## config.mk

```make
export PLATFORM = sky130hd
export DESIGN_NAME = pwm_steer_core
export DESIGN_NICKNAME = d
export VERILOG_FILES = /design/src/rtl/pwm_steer_pkg.sv /design/src/rtl/pwm_set_latch.sv /design/src/rtl/pwm_phase_steer.sv /design/src/rtl/pwm_bbm_stage.sv /design/src/rtl/pwm_steer_core.sv
export SDC_FILE = /design/constraint.sdc
export NUM_CORES = 1
export LEC_CHECK = 0
export BUFFER_PORTS_ARGS = -buffer_cell sky130_fd_sc_hd__buf_2
export CORE_AREA = 2 2 39 41
export CTS_CLUSTER_DIAMETER = 60
export DETAILED_ROUTE_END_ITERATION = 16
export DIE_AREA = 0 0 41 43
export GPL_TIMING_DRIVEN = 0
export HOLD_SLACK_MARGIN = 0.05
export PLACE_DENSITY = 0.68
export RECOVER_POWER = 25
export SYNTH_ARGS = -nofsm -noshare
export SYNTH_HDL_FRONTEND = slang
export SYNTH_SLANG_ARGS = --single-unit
```

## constraint.sdc

```tcl
create_clock -name clk -period 1.7 [get_ports clk]
set_input_delay 0.085 -clock clk [delete_from_list [all_inputs] [get_ports clk]]
set_output_delay 0.085 -clock clk [all_outputs]
set_load 0.05 [all_outputs]
```

## src/rtl/pwm_steer_pkg.sv

```systemverilog
package pwm_steer_pkg;

  // number of steered output channels
  localparam int NUM_CH = 2;

  // owner of an oscillator cycle in alternating mode
  typedef enum logic {
    CH_A = 1'b0,
    CH_B = 1'b1
  } chan_e;

endpackage

```

## src/rtl/pwm_set_latch.sv

```systemverilog
module pwm_set_latch (
  input  logic clk,
  input  logic rst,
  input  logic en,
  input  logic soft_zero,
  input  logic blank,
  input  logic cyc_start,
  input  logic trip,
  output logic on_q
);

  // priority: disable / soft zero / dead time, then start, then trip
  always_ff @(posedge clk) begin
    if (rst || !en || soft_zero || blank) begin
      on_q <= 1'b0;
    end else if (cyc_start) begin
      on_q <= 1'b1;
    end else if (trip) begin
      on_q <= 1'b0;
    end
  end


  trip_clears_chk: assert property (@(posedge clk) disable iff (rst)
    (trip && !cyc_start) |=> !on_q);


  start_wins_chk: assert property (@(posedge clk) disable iff (rst)
    (cyc_start && en && !soft_zero && !blank) |=> on_q);


  soft_zero_chk: assert property (@(posedge clk) disable iff (rst)
    soft_zero |=> !on_q);


  idle_trip_chk: assert property (@(posedge clk) disable iff (rst)
    (!on_q && !cyc_start) |=> !on_q);

endmodule

```

## src/rtl/pwm_phase_steer.sv

```systemverilog
module pwm_phase_steer
  import pwm_steer_pkg::*;
(
  input  logic              clk,
  input  logic              rst,
  input  logic              en,
  input  logic              cyc_start,
  input  logic              half_mode,
  input  logic              latch_on,
  output logic [NUM_CH-1:0] want,
  output logic              mode_q
);

  chan_e owner_q;

  // owner parks on B while disabled so the first start hands the cycle to A
  always_ff @(posedge clk) begin
    if (rst || !en) begin
      owner_q <= CH_B;
      mode_q  <= 1'b0;
    end else if (cyc_start) begin
      owner_q <= (owner_q == CH_A) ? CH_B : CH_A;
      mode_q  <= half_mode;
    end
  end

  for (genvar c = 0; c < NUM_CH; c++) begin : g_want
    localparam chan_e ME = (c == 0) ? CH_A : CH_B;
    assign want[c] = latch_on && (!mode_q || (owner_q == ME));
  end


  owner_flip_chk: assert property (@(posedge clk) disable iff (rst)
    (cyc_start && en) |=> (owner_q != $past(owner_q)));


  mode_hold_chk: assert property (@(posedge clk) disable iff (rst)
    (en && !cyc_start) |=> $stable(mode_q));

endmodule

```

## src/rtl/pwm_bbm_stage.sv

```systemverilog
module pwm_bbm_stage #(
  parameter int GAP_CYC = 2
) (
  input  logic clk,
  input  logic rst,
  input  logic en,
  input  logic want,
  output logic hi_q,
  output logic lo_q
);

  localparam int            CW    = $clog2(GAP_CYC + 1);
  localparam logic [CW-1:0] GAP_V = CW'(GAP_CYC);
  localparam logic [CW-1:0] ONE_V = CW'(1);

  logic [CW-1:0] off_cnt;

  // off_cnt counts clocks with both sides dark; it restarts only when a side is lit
  always_ff @(posedge clk) begin
    if (rst || !en) begin
      hi_q    <= 1'b0;
      lo_q    <= 1'b0;
      off_cnt <= '0;
    end else if (hi_q && !want) begin
      hi_q    <= 1'b0;
      off_cnt <= ONE_V;
    end else if (lo_q && want) begin
      lo_q    <= 1'b0;
      off_cnt <= ONE_V;
    end else if (!hi_q && !lo_q) begin
      if (off_cnt >= GAP_V) begin
        hi_q    <= want;
        lo_q    <= !want;
        off_cnt <= '0;
      end else begin
        off_cnt <= off_cnt + ONE_V;
      end
    end
  end


  no_overlap_chk: assert property (@(posedge clk) disable iff (rst)
    !(hi_q && lo_q));


  dark_before_lit_chk: assert property (@(posedge clk) disable iff (rst)
    ($rose(hi_q) || $rose(lo_q)) |-> $past(!hi_q && !lo_q));


  disable_dark_chk: assert property (@(posedge clk) disable iff (rst)
    !en |=> (!hi_q && !lo_q));

endmodule

```

## src/rtl/pwm_steer_core.sv

```systemverilog
module pwm_steer_core
  import pwm_steer_pkg::*;
#(
  parameter int GAP_CYC = 2
) (
  input  logic clk,
  input  logic rst,
  input  logic en,
  input  logic cyc_start,
  input  logic blank,
  input  logic trip,
  input  logic half_mode,
  input  logic soft_zero,
  output logic a_hi,
  output logic a_lo,
  output logic b_hi,
  output logic b_lo
);

  logic              latch_on;
  logic              mode_q;
  logic [NUM_CH-1:0] want;
  logic [NUM_CH-1:0] hi_v;
  logic [NUM_CH-1:0] lo_v;

  pwm_set_latch u_latch (
    .clk       (clk),
    .rst       (rst),
    .en        (en),
    .soft_zero (soft_zero),
    .blank     (blank),
    .cyc_start (cyc_start),
    .trip      (trip),
    .on_q      (latch_on)
  );

  pwm_phase_steer u_steer (
    .clk       (clk),
    .rst       (rst),
    .en        (en),
    .cyc_start (cyc_start),
    .half_mode (half_mode),
    .latch_on  (latch_on),
    .want      (want),
    .mode_q    (mode_q)
  );

  for (genvar c = 0; c < NUM_CH; c++) begin : g_stage
    pwm_bbm_stage #(
      .GAP_CYC (GAP_CYC)
    ) u_stage (
      .clk  (clk),
      .rst  (rst),
      .en   (en),
      .want (want[c]),
      .hi_q (hi_v[c]),
      .lo_q (lo_v[c])
    );
  end

  assign a_hi = hi_v[0];
  assign a_lo = lo_v[0];
  assign b_hi = hi_v[1];
  assign b_lo = lo_v[1];


  half_exclusive_chk: assert property (@(posedge clk) disable iff (rst)
    (mode_q && $past(mode_q)) |-> !(a_hi && b_hi));


  dead_time_chk: assert property (@(posedge clk) disable iff (rst)
    blank |=> !latch_on);

endmodule

```

==> results of run 1 <==
[worst max-delay path, cell delays in order]
cell and delay, ns:
dlygate4sd3_1 0.54, buf_2 0.12, nor4_1 0.29, dlygate4sd3_1 0.60
[worst min path at each step]
stage | endpoint | slack, ns
floorplan | u_latch.on_q$_SDFFE_PP0P_ | 0.16
global placement | u_latch.on_q$_SDFFE_PP0P_ | 0.25
detailed placement | u_latch.on_q$_SDFFE_PP0P_ | 0.25
CTS | u_steer.mode_q$_SDFFE_PP0P_ | 0.06
global route | u_steer.owner_q$_SDFFE_PP1P_ | 0.09
finish | u_steer.mode_q$_SDFFE_PP0P_ | 0.07
[metal layers]
metal / wire (um) / vias to the layer above / GRT usage (%)
met5: 0 / - / 0
met4: 0 / 0 / 8.00
met3: 30 / 0 / 1.57
met2: 495 / 5 / 22.8
met1: 408 / 200 / 15.0
li1: - / 231 / -
[report_power, final]
part / internal, mW / switching [mW]
logic: 0.0211 / 0.0201
registers: 0.265 / 0.00637
clock network: 0.0905 / 0.0767
total: 0.377 / 0.103
[repair_timing]
action	in CTS	in global routing
buffers inserted	0	0
endpoints found under the hold margin	1	0
hold buffers	2	0
[cell type report]
class | count | area (um^2) | share of cell area (%)
Multi-Input combinational cell | 39 | 241 | 40.1
Sequential cell | 11 | 220 | 36.6
Timing Repair Buffer | 13 | 75.1 | 12.5
Clock buffer | 4 | 26.3 | 4.37
Tap cell | 16 | 20.0 | 3.33
Inverter | 4 | 15.0 | 2.49
Buffer | 1 | 3.75 | 0.624
[sequential cells by signal, summed over array words and instances, names as in the netlist]
register	flops
g_stage.u_stage.off_cnt	4
g_stage.u_stage.hi_q	2
g_stage.u_stage.lo_q	2
u_latch.on_q	1
u_steer.mode_q	1
u_steer.owner_q	1
[cell families after synthesis]
family / count (synthesis)
AOI/OAI and AO/OA: 14
buffers and inverters: 5
xor gates and xnor gates: 1
DFF: 11
and+or+nand+nor: 22
muxes: 2
[through the flow]
stage               instance area [um^2]  worst slack [ns]  hold WS [ns]  util, %  cells
floorplan                            484             0.421         0.163        -     55
global placement                     559             0.556         0.249     40.4     82
detailed placement                   559             0.575         0.252     40.4     82
CTS                                  606             0.362        0.0615     43.8     88
global route                         602             0.148        0.0906     43.5     88
finish                               602             0.260        0.0652     43.5     88
[layout by cell type (no fill, tap or decap), types with 2 or more instances in the layout]
| cell type | count |
|---|---|
| a21oi_1 | 4 |
| buf_2 | 11 |
| clkbuf_1 | 2 |
| clkbuf_4 | 3 |
| dfxtp_1 | 11 |
| dlygate4sd3_1 | 2 |
| inv_1 | 3 |
| mux2i_1 | 2 |
| nand3b_1 | 2 |
| nor2_1 | 6 |
| nor2b_1 | 4 |
| nor3_1 | 3 |
| o21ai_0 | 5 |
==> results.py, run 1 <==
metrics = {
    "status": {
        "outcome": "finished clean",
    },
    "yosys": {
        "ys_async_sr_fraction_pct": 0,
        "synth_area_leader_cell": "dfxtp_1",
        "yosysSeqAreaShare_pct": 45.5,
        "yosysWarnings": 0,
        "syn-cell-area_um2": 484,
        "synth_compound_area_share_pct": 19.6,
        "yosys.area_share.adder_pct": 0,
        "ys_types": 25,
        "synthSimpleGateAreaFrac_pct": 25.1,
        "synth_edf_count": 0,
        "synth-main-ff-cell": "dfxtp_1",
        "synth_commonest_cells": "dfxtp_1, nor2_1, a21oi_1, nor2b_1, o21ai_0",
        "synth_top_area_share_pct": 45.5,
        "synthXorXnorAreaFrac_pct": 1.81,
        "ys_ff_latch": 11,
        "synth_top_family_by_area": "simple AND/OR/NAND/NOR gates",
        "synth.net_count": 63,
        "syn_area_per_cell_um2": 8.80,
        "synth_most_common_cell": "dfxtp_1",
        "synth_mux_area_share_pct": 4.13,
        "yosys-top-cells-area": "dfxtp_1, nor2b_1, nor2_1",
        "netlist_instances": 55,
    },
    "global_route": {
        "first_global_vias": 418,
        "grt_start_max_net_pins": 9,
        "grt_usage_pct": 13.5,
        "antenna_found_initial": 0,
        "grt_pass1_wl_um": 1640,
        "grt-ovfl-total": 0,
    },
    "clocking": {
        "htree_levels": 1,
        "cts_tree": "done",
        "cts-resized-gates": 0,
        "clk_latency_ns": 0.26,
        "clkTransAtPathRegs_ns": 0.06,
        "clockRootBuffer": "clkbuf_4",
        "clockBufferDepth": 2,
        "clkSinkCount": 11,
        "cts_buffers": 3,
    },
    "sta": {
        "setup_viol_count_final": 0,
        "final-hold-violation-count": 0,
        "layout_worst_path_cycle_share_pct": 84.7,
        "tightest_slew_ns": 0.413,
        "drv_slew": 0,
        "fin_crit_ns": 1.44,
        "setup_tns_ns": 0,
        "slew-limit-headroom_pct": 72.2,
        "rsz0062_at_grt": "false",
        "clock.fmax_ghz": 0.695,
        "skew_ns": 0.00200,
    },
    "die": {
        "die_y_um": 43,
        "die_w_um": 41,
        "fp-row-count": 14,
        "coreArea_um2": 1380,
        "die_area_um2": 1760,
        "ios": 12,
        "start_util_pct": 35.0,
    },
    "route": {
        "routedWlPerCell_um": 10.6,
        "vias": 436,
        "ant_nets": 0,
        "dr.pass1.iters": 2,
        "remaining_drc_errors": 0,
        "postRouteWirelength_um": 934,
        "vias_per_cell": 4.95,
        "drt-initial-drc-count": 5,
    },
    "placed_design": {
        "portBuffers": 11,
        "place_congestion": 0.717,
        "dpl.hpwl_um": 653,
    },
    "final_layout": {
        "n_fill_cell": 143,
        "area_growth_pct": 24.3,
        "drive_gt1_share_pct": 25.0,
        "n_antenna_cell": 0,
        "num-nets-final": 81,
    },
    "hold_path": {
        "hp-class": "in -> reg",
        "hold_start": "half_mode",
        "holdPathStages": 3,
    },
    "pwr": {
        "finalPower_mw": 0.480,
        "power_density_nw_per_um2": 798,
        "p_leak_nw": 0.262,
        "max-vdd-ir-drop_mv": 0.536,
    },
    "worst_setup_path": {
        "worstSetupEndpoint": "u_latch.on_q$_SDFFE_PP0P_",
        "startpoint_type": "input port",
        "reg2reg_to": "g_stage[1].u_stage.off_cnt[0]$_SDFFE_PP0P_",
        "r2r-start": "u_steer.mode_q$_SDFFE_PP0P_",
        "regToRegSetupSlack_ns": 0.39,
        "critPathArrivalTime_ns": 1.64,
        "critPathRequiredTime_ns": 1.90,
        "worstPathMaxFanout": 1,
        "end_kind": "flip-flop",
        "ff2ff_path_depth": 4,
        "worstSetupPathType": "in -> reg",
        "crit_start": "soft_zero",
    },
    "flow_run": {
        "cap_viol_max_count": 0,
    },
}
Power figures use the tool's default switching activity.
==> inputs of run 2 (changes only) <==
Settings changed: PLACE_DENSITY 0.68 to 0.7.
Clock period 1.7 ns to 1.2 ns, I/O delays scaled along.
==> run 2 against run 1 <==
- total power rose by 47%
- die area did not move
- core utilization rose by 2.8 points
- clock-buffer cell count did not move
- non-clock buffer count rose by 2
- critical path type is now reg -> reg
- flip-flop and latch count did not move
- critical path depth did not move
- highest routed layer is now met4
- clock skew rose by 0.0053 ns
- combinational power rose by 64%
- via count rose by 2.5%
- cell count rose by 2.3%
- sequential share of layout area fell by 1.6 points
==> results.py, run 2 (synthesized netlist as in run 1, its figures left out) <==
metrics = {
    "status": {
        "outcome": "finished clean",
    },
    "pwr": {
        "finalPower_mw": 0.704,
        "power_density_nw_per_um2": 1100,
        "p_leak_nw": 0.266,
        "max-vdd-ir-drop_mv": 0.563,
    },
    "final_layout": {
        "area_growth_pct": 32.3,
        "ff_latch_area_um2": 224,
        "multi_input_comb_area_um2": 251,
        "regMostFlops": "g_stage.u_stage.off_cnt",
        "n_fill_cell": 138,
        "final_area_um2": 641,
        "num-nets-final": 83,
        "largest_reg_flops": 4,
        "layout_commonest_cell": "buf_2",
        "drive_gt1_share_pct": 31.1,
        "biggestRegsByFlops": "g_stage.u_stage.off_cnt: 4 flops, g_stage.u_stage.hi_q: 2 flops, g_stage.u_stage.lo_q: 2 flops",
        "final_cell_mix": "buf_2, dfxtp_1, nor2_1, dlygate4sd3_1",
        "n_antenna_cell": 0,
    },
    "route": {
        "vias_per_cell": 4.97,
        "remaining_drc_errors": 0,
        "dr.pass1.iters": 4,
        "postRouteWirelength_um": 987,
        "routedWlPerCell_um": 11.0,
        "drt-initial-drc-count": 4,
        "vias": 447,
        "ant_nets": 0,
    },
    "sta": {
        "skew_ns": 0.00728,
        "final-hold-violation-count": 0,
        "clock.fmax_ghz": 0.897,
        "rsz0062_at_grt": "false",
        "layout_worst_path_cycle_share_pct": 92.9,
        "fin_hold_ws_ns": 0.130,
        "setup_tns_ns": 0,
        "setup_viol_count_final": 0,
        "fin_crit_ns": 1.12,
        "slew-limit-headroom_pct": 81.9,
        "drv_slew": 0,
        "tightest_slew_ns": 0.268,
    },
    "global_route": {
        "met1_usage_pct": 18.0,
        "first_global_vias": 431,
        "grt_start_max_net_pins": 9,
        "grt_usage_pct": 16.1,
        "antenna_found_initial": 0,
        "grt_pass1_wl_um": 1830,
        "grt_util_met3_pct": 9.42,
        "globalRoute.busiestLayer": "met2",
        "grtUsageMet2_pct": 23.1,
        "grt-ovfl-total": 0,
    },
    "die": {
        "die_w_um": 41,
        "die_y_um": 43,
        "die_area_um2": 1760,
        "fp-row-count": 14,
        "ios": 12,
        "start_util_pct": 35.0,
        "coreArea_um2": 1380,
    },
    "clocking": {
        "clkTransAtPathRegs_ns": 0.07,
        "htree_levels": 1,
        "clk_latency_ns": 0.27,
        "clockRootBuffer": "clkbuf_4",
        "clockBufferDepth": 2,
        "clkSinkCount": 11,
        "cts_tree": "done",
        "cts_buffers": 3,
    },
    "worst_setup_path": {
        "critPathArrivalTime_ns": 1.34,
        "worstPathMaxFanout": 4,
        "regToRegSetupSlack_ns": 0.08,
        "critPathRequiredTime_ns": 1.42,
        "crit_chain": "inv_2 > o21ai_2 > mux2i_2 > o211a_1",
        "end_kind": "flip-flop",
        "slowest_delay_ns": 0.36,
        "worstSetupPathType": "reg -> reg",
        "crit_slowest_cell": "dfxtp_2",
        "startpoint_type": "flip-flop",
    },
    "placed_design": {
        "place_congestion": 0.680,
        "placed_area_um2": 562,
        "portBuffers": 11,
        "dpl.hpwl_um": 660,
    },
    "flow_run": {
        "cap_viol_max_count": 0,
    },
    "hold_path": {
        "hp-class": "in -> reg",
    },
}
-- run 2: where the power goes --
| part | total (mW) | internal, mW | switching, mW |
|---|---|---|---|
| clock network | 0.251 | 0.129 | 0.122 |
| registers | 0.385 | 0.376 | 0.00959 |
| logic | 0.0678 | 0.0378 | 0.0300 |
-- run 2: per-layer routing --
layer,vias up,wire length [um]
li1,232,-
met2,9,476
met5,-,0
met3,5,58
met4,0,23
met1,201,427
-- run 2: worst max-delay path, delay by kind of cell (launching register included) --
family          cells  cell delay, ns
flops               1            0.36
compound gates      2            0.37
buf+inv             1            0.04
mux                 1            0.31
-- run 2: final timing paths --
kind	from	to	cells past startpoint
worst min-delay path	trip	u_latch.on_q$_SDFFE_PP0P_	4
worst max-delay path	u_steer.mode_q$_SDFFE_PP0P_	g_stage[1].u_stage.off_cnt[0]$_SDFFE_PP0P_	4
worst min register to register	g_stage[1].u_stage.off_cnt[0]$_SDFFE_PP0P_	g_stage[1].u_stage.off_cnt[1]$_SDFFE_PP0P_	2
worst max register to register	u_steer.mode_q$_SDFFE_PP0P_	g_stage[1].u_stage.off_cnt[0]$_SDFFE_PP0P_	4
-- run 2: timing repair --
item	in CTS	in global routing
endpoints found under the hold margin	3	0
hold buffers	5	0
gates resized for setup	0	4
endpoints found under the setup margin	0	3
buffers inserted	0	0
-- run 2: through the flow --
step,std cells,setup slack (ns),util [%]
after global placement,82,0.0881,40.6
after CTS,91,0.0155,46.1
after detailed placement,82,0.0685,40.6
after floorplan,55,0.0208,-
after global routing,90,0.0181,46.3
final,90,0.0848,46.3
-- run 2: final cells by class --
| cell class | count | area share [%] |
|---|---|---|
| multi-input cells | 39 | 39.3 |
| flip-flops and latches | 11 | 35.0 |
| repair buffers | 16 | 16.2 |
| clock buffers | 4 | 4.10 |
| well taps | 16 | 3.13 |
| inverters | 4 | 2.34 |
